File: config.mk
export PLATFORM = sky130hd
export DESIGN_NAME = pm_irq_agg
export DESIGN_NICKNAME = d
export VERILOG_FILES = /design/src/rtl/pm_irq_pkg.sv /design/src/rtl/pm_irq_edge.sv /design/src/rtl/pm_irq_bank.sv /design/src/rtl/pm_irq_rdport.sv /design/src/rtl/pm_irq_agg.sv
export SDC_FILE = /design/constraint.sdc
export NUM_CORES = 1
export LEC_CHECK = 0
export ABC_CLOCK_PERIOD_IN_PS = 3000
export BUFFER_PORTS_ARGS = -buffer_cell sky130_fd_sc_hd__buf_4
export CAP_MARGIN = 40
export CORE_MARGIN = 4
export CORE_UTILIZATION = 42
export DETAILED_ROUTE_END_ITERATION = 8
export PLACE_DENSITY = 0.79
export SLEW_MARGIN = 0
export SYNTH_ARGS = -nofsm -noshare
export SYNTH_HDL_FRONTEND = slang
export SYNTH_HIERARCHICAL = 1
export SYNTH_SLANG_ARGS = --single-unit
File: constraint.sdc
create_clock -name clk -period 3 [get_ports clk]
set_clock_uncertainty 0.1 [all_clocks]
set_input_delay 0.6 -clock clk [delete_from_list [all_inputs] [get_ports clk]]
set_output_delay 0.6 -clock clk [all_outputs]
set_load 0.005 [all_outputs]
File: src/rtl/pm_irq_pkg.sv
package pm_irq_pkg;

    localparam int PKG_NUM_SRC = 7;
    localparam int PKG_DATA_W  = 32;
    localparam int PKG_ADDR_W  = 8;

    localparam logic [PKG_ADDR_W-1:0] PEND_OFS = 8'h50;
    localparam logic [PKG_ADDR_W-1:0] ENAB_OFS = 8'h54;

    typedef enum logic [1:0] {
        TGT_NONE = 2'd0,
        TGT_PEND = 2'd1,
        TGT_ENAB = 2'd2
    } reg_tgt_e;

    typedef struct packed {
        logic                   valid;
        logic                   write;
        reg_tgt_e               target;
        logic [PKG_NUM_SRC-1:0] data;
    } bus_req_t;

    function automatic reg_tgt_e decode_tgt(input logic [PKG_ADDR_W-1:0] addr);
        reg_tgt_e t;
        if (addr == PEND_OFS)      t = TGT_PEND;
        else if (addr == ENAB_OFS) t = TGT_ENAB;
        else                       t = TGT_NONE;
        return t;
    endfunction

endpackage

File: src/rtl/pm_irq_edge.sv
module pm_irq_edge #(
    parameter int NUM_SRC = pm_irq_pkg::PKG_NUM_SRC
) (
    input  logic               clk,
    input  logic               rst,
    input  logic [NUM_SRC-1:0] evt_i,
    output logic [NUM_SRC-1:0] rise_o
);
    logic [NUM_SRC-1:0] evt_q;

    for (genvar i = 0; i < NUM_SRC; i++) begin : g_bit
        always_ff @(posedge clk) begin
            if (rst) evt_q[i] <= 1'b0;
            else     evt_q[i] <= evt_i[i];
        end
        assign rise_o[i] = evt_i[i] & ~evt_q[i];
    end
endmodule

File: src/rtl/pm_irq_bank.sv
module pm_irq_bank
    import pm_irq_pkg::*;
#(
    parameter int NUM_SRC = PKG_NUM_SRC
) (
    input  logic               clk,
    input  logic               rst,
    input  bus_req_t           req,
    input  logic [NUM_SRC-1:0] rise,
    output logic [NUM_SRC-1:0] pend_q,
    output logic [NUM_SRC-1:0] enab_q
);
    logic               pend_we;
    logic               enab_we;
    logic [NUM_SRC-1:0] pend_base;
    logic [NUM_SRC-1:0] pend_nxt;

    always_comb begin
        pend_we = req.valid && req.write && (req.target == TGT_PEND);
        enab_we = req.valid && req.write && (req.target == TGT_ENAB);
    end

    // Hardware events are merged after the software value, so they win a collision.
    for (genvar i = 0; i < NUM_SRC; i++) begin : g_pend
        assign pend_base[i] = pend_we ? req.data[i] : pend_q[i];
        assign pend_nxt[i]  = pend_base[i] | rise[i];
    end

    always_ff @(posedge clk) begin
        if (rst) begin
            pend_q <= '0;
            enab_q <= '0;
        end else begin
            pend_q <= pend_nxt;
            if (enab_we) enab_q <= req.data;
        end
    end
endmodule

File: src/rtl/pm_irq_rdport.sv
module pm_irq_rdport
    import pm_irq_pkg::*;
#(
    parameter int NUM_SRC = PKG_NUM_SRC,
    parameter int DATA_W  = PKG_DATA_W
) (
    input  logic               clk,
    input  logic               rst,
    input  bus_req_t           req,
    input  logic [NUM_SRC-1:0] pend_q,
    input  logic [NUM_SRC-1:0] enab_q,
    output logic [DATA_W-1:0]  rdata_o
);
    localparam int PAD_W = DATA_W - NUM_SRC;

    logic               rd_en;
    logic [NUM_SRC-1:0] sel_val;

    always_comb begin
        rd_en = req.valid && !req.write;
        unique case (req.target)
            TGT_PEND: sel_val = pend_q;
            TGT_ENAB: sel_val = enab_q;
            default:  sel_val = '0;
        endcase
    end

    always_ff @(posedge clk) begin
        if (rst)        rdata_o <= '0;
        else if (rd_en) rdata_o <= {{PAD_W{1'b0}}, sel_val};
    end
endmodule

File: src/rtl/pm_irq_agg.sv
module pm_irq_agg
    import pm_irq_pkg::*;
#(
    parameter int NUM_SRC = PKG_NUM_SRC,
    parameter int ADDR_W  = PKG_ADDR_W,
    parameter int DATA_W  = PKG_DATA_W
) (
    input  logic               clk,
    input  logic               rst,
    input  logic [NUM_SRC-1:0] evt_i,
    input  logic               bus_sel,
    input  logic               bus_wr,
    input  logic [ADDR_W-1:0]  bus_addr,
    input  logic [DATA_W-1:0]  bus_wdata,
    output logic [DATA_W-1:0]  bus_rdata,
    output logic               irq_o
);
    bus_req_t           req;
    logic [NUM_SRC-1:0] rise;
    logic [NUM_SRC-1:0] cause_q;
    logic [NUM_SRC-1:0] mask_q;
    logic               unused_wdata_hi;

    assign unused_wdata_hi = ^bus_wdata[DATA_W-1:NUM_SRC];

    always_comb begin
        req.valid  = bus_sel;
        req.write  = bus_wr;
        req.target = decode_tgt(bus_addr);
        req.data   = bus_wdata[NUM_SRC-1:0];
    end

    pm_irq_edge #(.NUM_SRC(NUM_SRC)) u_edge (
        .clk   (clk),
        .rst   (rst),
        .evt_i (evt_i),
        .rise_o(rise)
    );

    pm_irq_bank #(.NUM_SRC(NUM_SRC)) u_bank (
        .clk   (clk),
        .rst   (rst),
        .req   (req),
        .rise  (rise),
        .pend_q(cause_q),
        .enab_q(mask_q)
    );

    pm_irq_rdport #(.NUM_SRC(NUM_SRC), .DATA_W(DATA_W)) u_rd (
        .clk    (clk),
        .rst    (rst),
        .req    (req),
        .pend_q (cause_q),
        .enab_q (mask_q),
        .rdata_o(bus_rdata)
    );

    assign irq_o = |(cause_q & mask_q);
endmodule

==> impl_metrics.csv, run 1 <==
group,metric,value,unit
sta,final.min_clock_period,2.413,ns
power_and_ir_drop,power_density,441.2,nW/um2
synth,synth_most_common_cell,"dfxtp_1",
global_routing,grt_pass1_wl,4188,um
worst_setup_path,crit_path_max_fanout,7,
sta,setup_viol,0,
synth,ys_async_sr_fraction,0,%
global_routing,overflow,0,
routing,drt_first_pass_iters,4,
synth,synth_top_area_share,41.25,%
floorplan,dieArea,4209,um2
clocking,clkLatencyLatePin,0.33,ns
synth,yosys.area.top_type,"dfxtp_1",
floorplan,floorplan.initialDensity,44.15,%
synth,yosys_warnings,6,
power_and_ir_drop,p_leak,0.7003,nW
synth,avgSynthCellArea,9.244,um2
synth,synth_edf_count,0,
power_and_ir_drop,ir_worst_vdd,409.0,uV
sta,finalCritPeriodShare,80.44,%
clocking,clk_path_buf_depth,2,
sta,rsz0062_at_grt,"no",
sta,final.setup.tns,0,ns
routing,totalWireLength,2639,um
worst_hold_path,hp-class,"input port to register",
final_layout,synthToLayoutAreaGrowth,17.50,%
floorplan,num_rows,20,
outcome,status,"finished clean",
clocking,clock_sinks,28,
final_layout,drive_above_1_share,22.22,%
floorplan,fp.dieW,64.88,um
synth,syn_inst,147,
clocking,clk_pin_slew,0.15,ns
job,cap_violations,0,
sta,relSlewSlack,66.55,%
clocking,cts_tree,"built",
clocking,cts_htree_levels,1,
final_layout,fin_cells,224,
place,port_buffers,33,
global_routing,grt_usage,12.55,%
worst_setup_path,start_kind,"input port",
worst_setup_path,required,3.14,ns
clocking,numCtsBuffers,3,
place,numPlacedInstances,220,
final_layout,n_antenna_cell,0,
synth,synth_cell_type_count,21,
floorplan,die_h,64.88,um
routing,via_count,1065,
floorplan,pin_count,84,
global_routing,grt_max_degree,30,
synth,ys_seq_area_share,41.25,%
worst_setup_path,crit_arrival,2.56,ns
routing,drc,0,
floorplan,core,3078,um2
global_routing,grt_pass1_vias,966,
worst_setup_path,slowest_stage,"or4b_1",
sta,final_max_slew_viol_count,0,
sta,hold-worst-slack,0.3720,ns
place,place_hpwl,2050,um
sta,fmax,414.4,MHz
clocking,ctsHoldBuffers,0,
synth,yosys-top-cells-area,"dfxtp_1 (41%), buf_4 (15%), nor3_1 (8.5%)",
synth,ys_seq_elements,28,
final_layout,finish.net_count,234,
worst_setup_path,crit_type,"input port to register",
synth,ys.flop_type,"dfxtp_1",
synth,synth_common_cells,"dfxtp_1 (28), buf_4 (27), nor3_1 (23)",
clocking,postCtsSetupBuffers,0,
clocking,cts_resized,0,
sta,worst_pin_slew,0.4991,ns
routing,ant_nets,0,
clocking,root_buffer,"clkbuf_4",
global_routing,antenna_found_initial,0,
routing,viasPerCell,4.754,
worst_setup_path,critPathCaptureType,"register",
sta,hold_viol,0,
routing,wl_per_cell,11.78,um
routing,dr.first_iter.drc_count,30,
worst_setup_path,worstPathCellList,"buf_4 > or3_4 > nor3_1 > inv_1 > ha_1 > or4b_1 > o32ai_1",
worst_setup_path,crit_path_max_incr_delay,0.66,ns
place,gp_congestion,0.7380,
synth,synth_area,1359,um2
## layout make-up
| class | instances | area (um2) |
|---|---|---|
| Sequential cell | 28 | 560.5 |
| Clock inverter | 1 | 30.03 |
| Inverter | 10 | 37.54 |
| Timing Repair Buffer | 35 | 262.8 |
| Fill cell | 309 | 1481 |
| Clock buffer | 3 | 22.52 |
| Tap cell | 44 | 55.05 |
| Multi-Input combinational cell | 103 | 628.1 |
## path summary, 6_finish.rpt
check,from,to,slack (ns),cells after the start
worst max-delay path,bus_addr[1],u_rd/rdata_o[6],0.59,7
worst min register to register,u_rd/rdata_o[0],u_rd/rdata_o[0],0.39,2
worst max register to register,u_bank/enab_q[6],u_rd/rdata_o[6],2.13,2
worst min-delay path,evt_i[0],u_edge/evt_q[0],0.37,2
## sequential cells by signal (all words and copies together) (netlist names)
register	cells
u_edge/evt_q	7
u_bank/enab_q	7
u_rd/rdata_o	7
u_bank/pend_q	7
## critical path: cells and delay by family
family | cells | cell delay [ns]
AND/OR/NAND/NOR | 3 | 1.30
adder cells (fa/ha/maj) | 1 | 0.29
buffers and inverters | 2 | 0.20
AO/OA/AOI/OAI | 1 | 0.18
## metal layers
layer	vias to the layer above	wire [um]	track usage, %
met5	-	0	0
met2	39	1261	22.48
met3	2	200	3.986
met1	491	1164	14.19
met4	0	12	3.430
li1	533	-	-
## through the flow
stage | utilization [%] | setup slack, ns | total power [mW] | instance area [um2]
global placement | 50.16 | 0.3468 | 0.4623 | 1544
CTS | 51.87 | 0.5982 | 0.7095 | 1597
finish | 51.87 | 0.5868 | 0.7044 | 1597
floorplan | - | 0.4364 | 0.4531 | 1449
detailed placement | 50.16 | 0.2523 | 0.4648 | 1544
global route | 51.87 | 0.5165 | 0.7347 | 1597
## logic make-up after synthesis
logic type,count (synthesis),synth area share [%]
other cells,1,0.2760
simple gates,52,22.10
compound gates,17,10.22
mux,7,5.157
buf+inv,40,19.15
flops,28,41.25
fa+ha+maj,2,1.841
## layout by cell type (no fill, tap or decap)
cell       synthesis  layout
buf_4             27      35
dfxtp_1           28      28
conb_1             1      25
nor3_1            23      23
nor2b_1           15      15
inv_1             10      10
a22oi_1            9       9
mux2i_1            7       7
nor2_1             7       7
o32ai_1            7       7
clkbuf_4           0       3
nand4b_1           2       2
ha_1               2       2
nand4bb_1          1       1
or3_4              1       1
a222oi_1           1       1
nand3_1            1       1
bufinv_16          0       1
and4b_1            1       1
or4b_1             1       1
## report_power, final
group / total [mW] / switching [mW] / leakage (nW) / internal (mW)
Sequential: 0.392 / 0.00803 / 0.230 / 0.384
Combinational: 0.0647 / 0.0308 / 0.443 / 0.0339
Clock: 0.247 / 0.112 / 0.0279 / 0.135
Total: 0.704 / 0.151 / 0.700 / 0.554
(Power assumes the default switching activity.)
==> inputs of run 2 (changes only) <==
ABC_CLOCK_PERIOD_IN_PS = 2300   (was 3000)
clock period = 2.3 ns   (was 3 ns; I/O delays follow)
==> run 2 against run 1 <==
  * Register-to-register slack got worse by 0.74 ns
  * Core utilization rose by 0.77 points
  * Sequential power rose by 30%
  * Die area did not move
  * First-iteration DRC count rose by 53%
  * Design area rose by 1.5%
  * Critical path depth did not move
  * Clock power rose by 30%
  * Combinational power rose by 37%
  * Sequential cell count did not move
  * Cell count rose by 0.45%
==> impl_metrics.csv, run 2 (synthesis results as in run 1) <==
group,metric,value,unit
clocking,cts_htree_levels,1,
global_routing,overflow,0,
final_layout,synthToLayoutAreaGrowth,19.24,%
clocking,numCtsBuffers,3,
worst_setup_path,start_kind,"input port",
sta,setup_viol,0,
worst_hold_path,holdPathEnd,"u_edge/evt_q[6]",
outcome,status,"finished clean",
final_layout,finalInstanceArea,1620,um2
place,place_ws,-0.1552,ns
job,cap_violations,0,
clocking,postCtsSetupBuffers,0,
clocking,clk_path_buf_depth,2,
clocking,clock_sinks,28,
sta,finalWorstSetupSlack,0.1774,ns
clocking,ctsHoldBuffers,0,
floorplan,num_rows,20,
worst_setup_path,required,2.44,ns
sta,final.min_clock_period,2.123,ns
floorplan,core,3078,um2
worst_setup_path,reg2reg_slack,1.39,ns
worst_setup_path,reg2regPathDepth,2,
worst_setup_path,path_buf_inv,2,
worst_setup_path,worstPathCellList,"buf_4 > or3_4 > nor3_4 > inv_1 > ha_1 > or4b_1 > o32ai_1",
final_layout,fill_cells,304,
sta,final_max_slew_viol_count,0,
global_routing,grt_pass1_vias,945,
sta,rsz0062_at_grt,"no",
routing,drc,0,
worst_setup_path,cp.depth,7,
power_and_ir_drop,switchingPower,0.1968,mW
power_and_ir_drop,comb_power_share,9.6,%
sta,relSlewSlack,66.25,%
sta,fmax,471.1,MHz
global_routing,grt_max_degree,29,
worst_setup_path,r2r-end,"u_rd/rdata_o[6]",
final_layout,finish.net_count,235,
global_routing,grt_usage,12.54,%
routing,totalWireLength,2624,um
final_layout,postLayoutCoreUtil,52.64,%
place,gp_congestion,0.7366,
global_routing,antenna_found_initial,0,
place,place_area,1568,um2
worst_setup_path,slowest_stage,"or4b_1",
floorplan,floorplan.initialDensity,44.15,%
clocking,root_buffer,"clkbuf_4",
worst_setup_path,critPathCaptureType,"register",
worst_setup_path,crit_path_max_incr_delay,0.65,ns
clocking,clk_pin_slew,0.15,ns
routing,ant_nets,0,
routing,wl_per_cell,11.66,um
floorplan,dieArea,4209,um2
power_and_ir_drop,p_leak,0.7126,nW
routing,dr.first_iter.drc_count,46,
worst_hold_path,hold_start,"evt_i[6]",
power_and_ir_drop,power_frac_seq,55.5,%
routing,drt_first_pass_iters,7,
final_layout,drive_above_1_share,23.76,%
floorplan,fp.dieW,64.88,um
sta,finalCritPeriodShare,92.29,%
routing,via_count,1063,
power_and_ir_drop,power_density,567.9,nW/um2
worst_setup_path,crit_path_max_fanout,7,
clocking,clkLatencyLatePin,0.34,ns
clocking,cts_resized,0,
worst_setup_path,reg2reg_from,"u_bank/enab_q[6]",
final_layout,n_antenna_cell,0,
floorplan,pin_count,84,
place,port_buffers,33,
place,place_hpwl,2003,um
sta,final.setup.tns,0,ns
worst_hold_path,hold_depth,2,
worst_setup_path,crit_type,"input port to register",
power_and_ir_drop,p_int,0.7234,mW
power_and_ir_drop,total_power,0.9202,mW
floorplan,die_h,64.88,um
power_and_ir_drop,clkPwrFrac,34.9,%
clocking,cts_tree,"built",
global_routing,grt_pass1_wl,4050,um
routing,viasPerCell,4.724,
sta,hold_viol,0,
power_and_ir_drop,sw_frac_of_total,21.39,%
final_layout,layout_common_cells,"buf_4 (36), dfxtp_1 (28), conb_1 (25)",
power_and_ir_drop,ir_worst_vdd,301.6,uV
sta,worst_pin_slew,0.5036,ns
worst_hold_path,hp-class,"input port to register",
worst_setup_path,path_delay_family,"simple AND/OR/NAND/NOR gates",
final_layout,final_common_cell,"buf_4",
worst_setup_path,crit_arrival,2.27,ns
## run 2: cell types whose count changed in the layout (fill, tap and decap cells not counted)
cell    delta
nor3_4     +1
nor3_1     -2
nor3_2     +1
buf_4      +1
## run 2: power groups by stage
stage / clock network [mW] / logic [mW] / registers, mW
2_1_floorplan: 0 / 0.0735 / 0.519
4_1_cts: 0.333 / 0.0874 / 0.511
6_report: 0.321 / 0.0886 / 0.511
5_1_grt: 0.352 / 0.0984 / 0.514
3_3_place_gp: 0 / 0.0847 / 0.521
3_5_place_dp: 0 / 0.0872 / 0.521
## run 2: stage by stage
step | hold slack [ns] | instances
2_1_floorplan | 0.3719 | 171
3_5_place_dp | 0.3752 | 221
6_report | 0.2285 | 225
4_1_cts | 0.2098 | 225
5_1_grt | 0.2080 | 225
3_3_place_gp | 0.3716 | 221
## run 2: final cells by class
| cell class | count | area [um2] | share of cell area (%) |
|---|---|---|---|
| Clock buffer | 3 | 22.52 | 1.390 |
| Clock inverter | 1 | 30.03 | 1.853 |
| Inverter | 10 | 37.54 | 2.317 |
| Multi-Input combinational cell | 103 | 644.4 | 39.77 |
| Sequential cell | 28 | 560.5 | 34.59 |
| Tap cell | 44 | 55.05 | 3.398 |
| Timing Repair Buffer | 36 | 270.3 | 16.68 |
## run 2: worst max path at each step
stage                       to         from  slack, ns
6_report       u_rd/rdata_o[6]  bus_addr[1]       0.18
5_1_grt        u_rd/rdata_o[6]  bus_addr[1]       0.08
4_1_cts        u_rd/rdata_o[6]  bus_addr[1]       0.17
3_5_place_dp   u_rd/rdata_o[0]  bus_addr[1]      -0.16
3_3_place_gp   u_rd/rdata_o[3]  bus_addr[1]      -0.14
2_1_floorplan  u_rd/rdata_o[0]  bus_addr[1]       0.01
## run 2: per-layer routing
| metal | part of all wire, % | global-route usage [%] | vias to the layer above |
|---|---|---|---|
| met5 | 0 | 0 | - |
| met4 | 1.7 | 6.332 | 0 |
| met3 | 7.7 | 3.813 | 6 |
| met2 | 47 | 20.05 | 41 |
| met1 | 44 | 15.11 | 477 |
| li1 | - | - | 539 |
